File: src/rtl/pix_expand_merge.sv
module pix_expand_merge #(
  parameter int LANES  = 4,
  parameter int PIX_W  = 8,
  parameter int LANE_W = 16,
  parameter int BIN_PT = 4
) (
  input  logic                      clk,
  input  logic                      rst_n,
  input  logic                      in_valid,
  input  logic [1:0]                opcode,
  input  logic [LANES*PIX_W-1:0]    src_a,
  input  logic [LANES*PIX_W-1:0]    src_b,
  output logic                      out_valid,
  output logic [LANES*LANE_W-1:0]   result
);
  localparam int SRC_W = LANES * PIX_W;
  localparam int RES_W = LANES * LANE_W;
  localparam logic [1:0] OP_WIDEN = 2'b01;
  localparam logic [1:0] OP_ZIP   = 2'b10;

  logic [RES_W-1:0] widen_w, zip_w;
  logic [RES_W-1:0] next_w;

  for (genvar i = 0; i < LANES; i++) begin : g_lane
    logic [PIX_W-1:0]  pa, pb;
    logic [LANE_W-1:0] wide;
    assign pa   = src_a[SRC_W-1-i*PIX_W -: PIX_W];
    assign pb   = src_b[SRC_W-1-i*PIX_W -: PIX_W];
    assign wide = {{(LANE_W-PIX_W){1'b0}}, pa} << BIN_PT;
    assign widen_w[RES_W-1-i*LANE_W -: LANE_W]        = wide;
    assign zip_w[RES_W-1-(2*i)*PIX_W -: PIX_W]        = pa;
    assign zip_w[RES_W-1-(2*i+1)*PIX_W -: PIX_W]      = pb;
  end

  always_comb begin
    case (opcode)
      OP_WIDEN: next_w = widen_w;
      OP_ZIP:   next_w = zip_w;
      default:  next_w = '0;
    endcase
  end

  always_ff @(posedge clk) begin
    if (!rst_n) begin
      out_valid <= 1'b0;
      result    <= '0;
    end else begin
      out_valid <= in_valid;
      if (in_valid) result <= next_w;
    end
  end

  logic armed;
  always_ff @(posedge clk) armed <= rst_n;


  valid_lat_chk: assert property (@(posedge clk) disable iff (!rst_n)
    armed |-> (out_valid == $past(in_valid)));


  idle_hold_chk: assert property (@(posedge clk) disable iff (!rst_n)
    (armed && !$past(in_valid)) |-> $stable(result));


  bad_op_zero_chk: assert property (@(posedge clk) disable iff (!rst_n)
    (armed && $past(in_valid) && ($past(opcode) == 2'b00 || $past(opcode) == 2'b11))
      |-> (result == '0));

  for (genvar k = 0; k < LANES; k++) begin : g_chk

    widen_lane_chk: assert property (@(posedge clk) disable iff (!rst_n)
      (armed && $past(in_valid) && $past(opcode) == OP_WIDEN)
        |-> (result[RES_W-1-k*LANE_W -: LANE_W] ==
             ({{(LANE_W-PIX_W){1'b0}}, $past(src_a[SRC_W-1-k*PIX_W -: PIX_W])} << BIN_PT)));

    zip_order_chk: assert property (@(posedge clk) disable iff (!rst_n)
      (armed && $past(in_valid) && $past(opcode) == OP_ZIP)
        |-> (result[RES_W-1-(2*k)*PIX_W -: PIX_W] == $past(src_a[SRC_W-1-k*PIX_W -: PIX_W])
          && result[RES_W-1-(2*k+1)*PIX_W -: PIX_W] == $past(src_b[SRC_W-1-k*PIX_W -: PIX_W])));
  end
endmodule

File: config.mk
export PLATFORM = sky130hd
export DESIGN_NAME = pix_expand_merge
export DESIGN_NICKNAME = d
export VERILOG_FILES = /design/src/rtl/pix_expand_merge.sv
export SDC_FILE = /design/constraint.sdc
export NUM_CORES = 1
export LEC_CHECK = 0
export BUFFER_PORTS_ARGS = -buffer_cell sky130_fd_sc_hd__buf_2
export CORE_MARGIN = 5
export CORE_UTILIZATION = 39
export CTS_CLUSTER_DIAMETER = 30
export DETAILED_ROUTE_END_ITERATION = 10
export PLACE_DENSITY = 0.69
export RECOVER_POWER = 100
export SYNTH_ARGS = -nofsm -noshare
export SYNTH_HDL_FRONTEND = slang
export SYNTH_SLANG_ARGS = --single-unit
File: constraint.sdc
create_clock -name clk -period 3 [get_ports clk]
set_input_delay 0.3 -clock clk [delete_from_list [all_inputs] [get_ports clk]]
set_output_delay 0.3 -clock clk [all_outputs]
set_load 0.005 [all_outputs]
Word-level counts from Yosys, hierarchy flattened
Index checks and enable logic that the tools add are counted.

Logic and storage cells: 5. Bits in registers: 65. Output and inout bits: 65.

Equal/unequal tests: 2. Multiplexer cells: 1.

Operator list (count): $pmux W64 S2 (1); $eq A2 B1 Y1 const B (1); $eq A2 B2 Y1 const B (1).

Logic depth before layout (Yosys ltp)
Gate-level depths: netlist of run 1.

Depth after elaboration: 2. Depth in mapped cells: 6. Mapped depth without buffers: 4.

Worst setup path after synthesis of run 1
No wires, ideal clock.

Path kind: input port to flip-flop. Start point: input port opcode[0]. End point: register result[27]. Arrival: 1.080 ns. Stages on the path: 6. Buffers on the path: 2. Setup slack: 1.801 ns. Path through: inv_1 ha_1 buf_2 buf_2 a22oi_1 o2bb2ai_2.

Cells in the longest elaborated chain, start to end: 2.

RTL lines: from (decl) (line 10) `input logic [1:0] opcode,`; $eq A2 B2 Y1 or $eq A2 B1 Y1 (tied branches) (line 36) `case (opcode)`; $pmux W64 S2 (*) (line 36); to (signal assigned) (line 49) `if (in_valid) result <= next_w;`; to (decl) (line 14) `output logic [LANES*LANE_W-1:0] result`.

Every way passes the cells marked *; elsewhere a longest branch is shown, timed or not. A chain may end at the register's enable or synchronous reset.

Final worst setup path of run 1
Start point: input port opcode[0]. End point: register result[21].

The elaborated chain is that of the path after synthesis.

==> results_dict.tcl, run 1 <==
set metrics [dict create \
    fp.dieArea_um2 9040 \
    wl_met1_um 3440 \
    die_w_um 95.1 \
    netlist_area_um2 2820 \
    fin_setup_tns_ns 0 \
    wl_um 7490 \
    firstDrtPassIters 4 \
    gr-total-overflow 0 \
    slew_violations 0 \
    postCtsSetupRepairBufs 0 \
    grt_use_total 0.168 \
    place_congestion 0.717 \
    holdPathEnd "result[51]" \
    synthDominantCellAreaShare 0.461 \
    fmax_mhz 544 \
    areaGrowthSynthToFinish_pct 27.9 \
    rsz0062_at_grt "no" \
    yosysWarningCount 0 \
    powerDensity_nw_per_um2 510 \
    cp-end-kind "flip-flop" \
    worst_ep_arrival_time_ns 2.09 \
    cts_made_buffers 9 \
    rr_worst_depth 2 \
    worstPathRequired_ns 3.25 \
    finalHoldViolations 0 \
    final_antenna_net_count 0 \
    antenna_found_initial 0 \
    reg2reg_from "result[50]" \
    p_leak_uw 0.00142 \
    cts_buffer_depth 2 \
    dpl.hpwl_um 5250 \
    cp_max_fo 64 \
    hold_path.class "in -> reg" \
    ys_seq_area_frac 0.461 \
    worstHoldPathCells 3 \
    synth-edff-count 0 \
    cap_violations 0 \
    cts_hold_buffers 0 \
    initial_core_util 0.395 \
    drive_gt1_frac 0.367 \
    core_um2 7140 \
    antenna_cells 0 \
    num_rows 31 \
    first_iter_violations 55 \
    worst_pin_slew_ns 1.31 \
    met3_length_um 520 \
    wire_per_inst_um 15.5 \
    port_buffers 133 \
    n_fill_cell 742 \
    irDropWorstVdd_mv 0.204 \
    ys_ff_latch 65 \
    final_area_um2 3610 \
    yosysTopAreaCell "dfxtp_1" \
    postCtsResizedCells 0 \
    placed_area_um2 3490 \
    yosysMostFrequentCell "dfxtp_1" \
    maxSlewHeadroom 0.128 \
    ys_top_cells_by_count "dfxtp_1 (65), a21boi_1 (32), a22oi_1 (32), nand2b_1 (32), nand3_1 (32)" \
    synth-async-reset-ratio 0 \
    fin_skew_ns 0 \
    via_count 2395 \
    fin_crit_sh 0.613 \
    synth-main-ff-cell "dfxtp_1" \
    avgSynthCellArea_um2 10.9 \
    grt_max_degree 65 \
    synth_cell_types 16 \
    grt_pass1_wl_um 11800 \
    critPathLaunchType "input port" \
    clk_latency_ns 0.33 \
    cts_sinks 65 \
    status "complete, no violations" \
    syn_nets 330 \
    grt_pass1_vias 2383 \
    r2r_setup_slack_ns 2.35 \
    clk_pin_slew_ns 0.07 \
    maxUsedRoutingLayer "met4" \
    root_buffer "clkbuf_8" \
    io-pin-count 134 \
    hold_start "src_b[27]" \
    drt-vias-per-instance 4.96 \
    cts_max_level 3 \
    min_period_ns 1.84 \
    cts_tree "yes" \
    met2WireLength_um 3360 \
    die_y_um 95.1 \
    final_nets 451 \
    drc 0 \
    worstSetupPathType "in -> reg" \
    ys_top_cells_by_area "dfxtp_1 (46%), o2bb2ai_2 (16%), a21boi_1 (8.5%)" \
    worstReg2RegEnd "result[50]" \
    setup_viol 0 \
    synthCells 259 \
]
## logic make-up after synthesis
kind of cell / count (synthesis) / share of synthesized area
fa+ha+maj: 2 / 0.00887
buf+inv: 29 / 0.0572
simple gates: 67 / 0.137
flops: 65 / 0.461
compound gates: 96 / 0.336
## critical path: stages
cell and delay, ns:
clkbuf_1 0.09, inv_1 0.06, ha_1 0.13, clkbuf_2 0.96, a22oi_1 0.32, o2bb2ai_2 0.20
## worst max-delay path by stage
stage	from	endpoint	slack [ns]	cells after the start
after floorplan	opcode[0]	result[27]	1.80	6
after CTS	in_valid	result[4]	1.21	3
after global routing	opcode[0]	result[21]	0.98	6
after detailed placement	in_valid	result[4]	0.84	3
final	opcode[0]	result[21]	1.16	6
after global placement	in_valid	result[5]	0.94	3
## cell usage in the layout (no fill, tap or decap)
cell       netlist  final
o2bb2ai_2       30     26
inv_1            2      2
a21boi_1        32      1
nand3_1         32     32
clkbuf_1         8     39
nand2b_1        32     32
dfxtp_1         65     65
buf_4            4      3
clkbuf_2         0      1
and2b_2          0      1
clkbuf_8         0     11
a21boi_0         0     31
clkinv_2         0      2
nand3b_2         1      1
buf_2           12     95
bufinv_16        0      1
a22oi_1         32     32
o2bb2ai_1        2      6
ha_1             2      2
and2_1           1      1
## report_power, final
part | switching, uW | internal (uW)
registers | 14.4 | 887
clock network | 310 | 422
logic | 114 | 90.9
## per-layer routing
| layer | track usage | up-vias |
|---|---|---|
| li1 | - | 1197 |
| met1 | 0.220 | 1108 |
| met2 | 0.251 | 75 |
| met3 | 0.0513 | 15 |
| met4 | 0.0769 | 0 |
| met5 | 0 | - |
## per-stage QoR
step / worst slack, ns / hold slack, ns / total power, uW / util / instances
final: 1.16 / 0.232 / 1840 / 0.506 / 483
after global routing: 0.982 / 0.223 / 1940 / 0.506 / 483
after CTS: 1.21 / 0.219 / 1870 / 0.516 / 483
after detailed placement: 0.844 / 0.451 / 1140 / 0.489 / 468
after global placement: 0.939 / 0.442 / 1130 / 0.489 / 468
after floorplan: 1.80 / 0.453 / 1040 / - / 259
## sequential cells by signal, summed over array words and instances (netlist names)
name / cells
result: 64
out_valid: 1
## cell type report
cell class / count / area (um^2) / share of cell area
sequential: 65 / 1300 / 0.361
multi-input combinational: 165 / 1340 / 0.370
clock buffer: 12 / 155 / 0.0430
timing repair buffer: 137 / 646 / 0.179
inverter: 2 / 7.51 / 0.00208
tap: 99 / 124 / 0.0343
clock inverter: 3 / 40.0 / 0.0111
No activity file was read; power rests on OpenSTA's default activity.
==> inputs of run 2 (changes only) <==
- clock period: 3 -> 1.85 ns (I/O delays scaled with it)
==> results_dict.tcl, run 2 (synthesis results as in run 1) <==
set metrics [dict create \
    rr_worst_depth 2 \
    worstPathRequired_ns 2.06 \
    final_nets 455 \
    wl_um 7290 \
    core_um2 7140 \
    min_period_ns 1.38 \
    final_antenna_net_count 0 \
    initial_core_util 0.395 \
    final_common_cell "buf_2" \
    clk_pin_slew_ns 0.07 \
    num_rows 31 \
    combPwrFrac 0.111 \
    hold_start "src_b[1]" \
    worstHoldPathCells 3 \
    place_congestion 0.798 \
    p_leak_uw 0.00147 \
    cp_slowest_cell "clkbuf_2" \
    seq_power_share 0.478 \
    firstDrtPassIters 4 \
    die_y_um 95.1 \
    dpl.hpwl_um 5310 \
    power_switching_uw 710 \
    fp.dieArea_um2 9040 \
    slowest_delay_ns 0.50 \
    fin_crit_sh 0.744 \
    grt_use_met2 0.254 \
    postCtsResizedCells 0 \
    root_buffer "clkbuf_8" \
    reg2reg_from "result[15]" \
    hold_path.class "in -> reg" \
    drc 0 \
    holdPathEnd "result[1]" \
    worstReg2RegEnd "result[15]" \
    crit_chain "clkbuf_1 > inv_1 > ha_1 > clkbuf_2 > a22oi_1 > o2bb2ai_2" \
    via_count 2383 \
    reg_top3 "result x64, out_valid x1" \
    cts_made_buffers 9 \
    antenna_cells 0 \
    postCtsSetupRepairBufs 0 \
    port_buffers 133 \
    fmax_mhz 727 \
    finalHoldViolations 0 \
    antenna_found_initial 0 \
    drt-vias-per-instance 4.89 \
    grt_max_degree 43 \
    cap_violations 0 \
    cts_sinks 65 \
    worst_ep_arrival_time_ns 1.58 \
    wire_per_inst_um 15.0 \
    gr-total-overflow 0 \
    io-pin-count 134 \
    cp_max_fo 42 \
    maxSlewHeadroom 0.400 \
    p_sw_frac 0.232 \
    grt_pass1_vias 2307 \
    areaGrowthSynthToFinish_pct 30.7 \
    grt_use_total 0.163 \
    cts_hold_buffers 0 \
    internal_power_uw 2350 \
    cp-end-kind "flip-flop" \
    fin_skew_ns 0 \
    rsz0062_at_grt "no" \
    crit_family "buffers and inverters" \
    cts_buffer_depth 2 \
    final_cell_mix "buf_2 (99), dfxtp_1 (65), clkbuf_1 (34)" \
    cts_max_level 3 \
    critPathLaunchType "input port" \
    drive_gt1_frac 0.397 \
    grt_busiest_layer "met2" \
    fin_setup_tns_ns 0 \
    clk_latency_ns 0.32 \
    pwr-share-clk 0.412 \
    grt_pass1_wl_um 11300 \
    worstSetupPathType "in -> reg" \
    grtUsageMet3 0.0426 \
    r2r_setup_slack_ns 1.23 \
    crit_buf_inv 3 \
    status "complete, no violations" \
    top_register "result" \
    grt.met1_usage 0.210 \
    irDropWorstVdd_mv 0.395 \
    cts_tree "yes" \
    hold-worst-slack_ns 0.121 \
    largest_reg_flops 64 \
    first_iter_violations 83 \
    setup_viol 0 \
    die_w_um 95.1 \
    slew_violations 0 \
    powerDensity_nw_per_um2 831 \
    worst_pin_slew_ns 0.900 \
]
==> run 2: cell types whose count changed in the layout (fill, tap and decap cells not counted), sizes merged <==
cell | before | now
clkinv | 2 | 1
clkbuf | 51 | 48
buf | 98 | 106
==> run 2: worst reg2reg max path, cell delays in order, from the launching register on <==
cell and delay (ns):
dfxtp_1 0.34, nand2b_1 0.06, a21boi_0 0.15
==> run 2: metrics by stage <==
stage               power (uW)  cell area (um^2)  setup WS, ns  cells   util
floorplan                 1690              2820         0.766    259      -
global placement          1840              3520         0.484    472  0.493
detailed placement        1850              3520         0.452    472  0.493
CTS                       3110              3730         0.790    487  0.523
global route              3210              3690         0.406    487  0.517
finish                    3060              3690         0.474    487  0.517
==> run 2: how the worst max path moves through the flow <==
stage	startpoint	end	slack [ns]	cells after the start
floorplan	opcode[0]	result[27]	0.77	6
global placement	in_valid	result[4]	0.48	3
detailed placement	in_valid	result[4]	0.45	3
CTS	in_valid	result[4]	0.79	3
global route	opcode[0]	result[41]	0.41	6
finish	opcode[0]	result[21]	0.47	6
==> run 2: metal layers <==
| layer | vias up | share of wire |
|---|---|---|
| met2 | 75 | 0.47 |
| li1 | 1204 | - |
| met1 | 1093 | 0.45 |
| met3 | 11 | 0.061 |
| met5 | - | 0 |
| met4 | 0 | 0.019 |
==> run 2: final cells by class <==
type,count,area (um^2)
fillers,700,3450
inverters,2,7.51
clock buffers,13,179
repair buffers,141,681
well taps,99,124
multi-input cells,165,1360
flip-flops and latches,65,1300
clock inverters,2,35.0
==> run 2: power groups by stage <==
| stage | Combinational, uW | Sequential (uW) | Clock [uW] |
|---|---|---|---|
| after floorplan | 196 | 1500 | 0 |
| after global placement | 348 | 1490 | 0 |
| after detailed placement | 352 | 1490 | 0 |
| after CTS | 353 | 1460 | 1290 |
| after global routing | 375 | 1470 | 1370 |
| final | 339 | 1460 | 1260 |
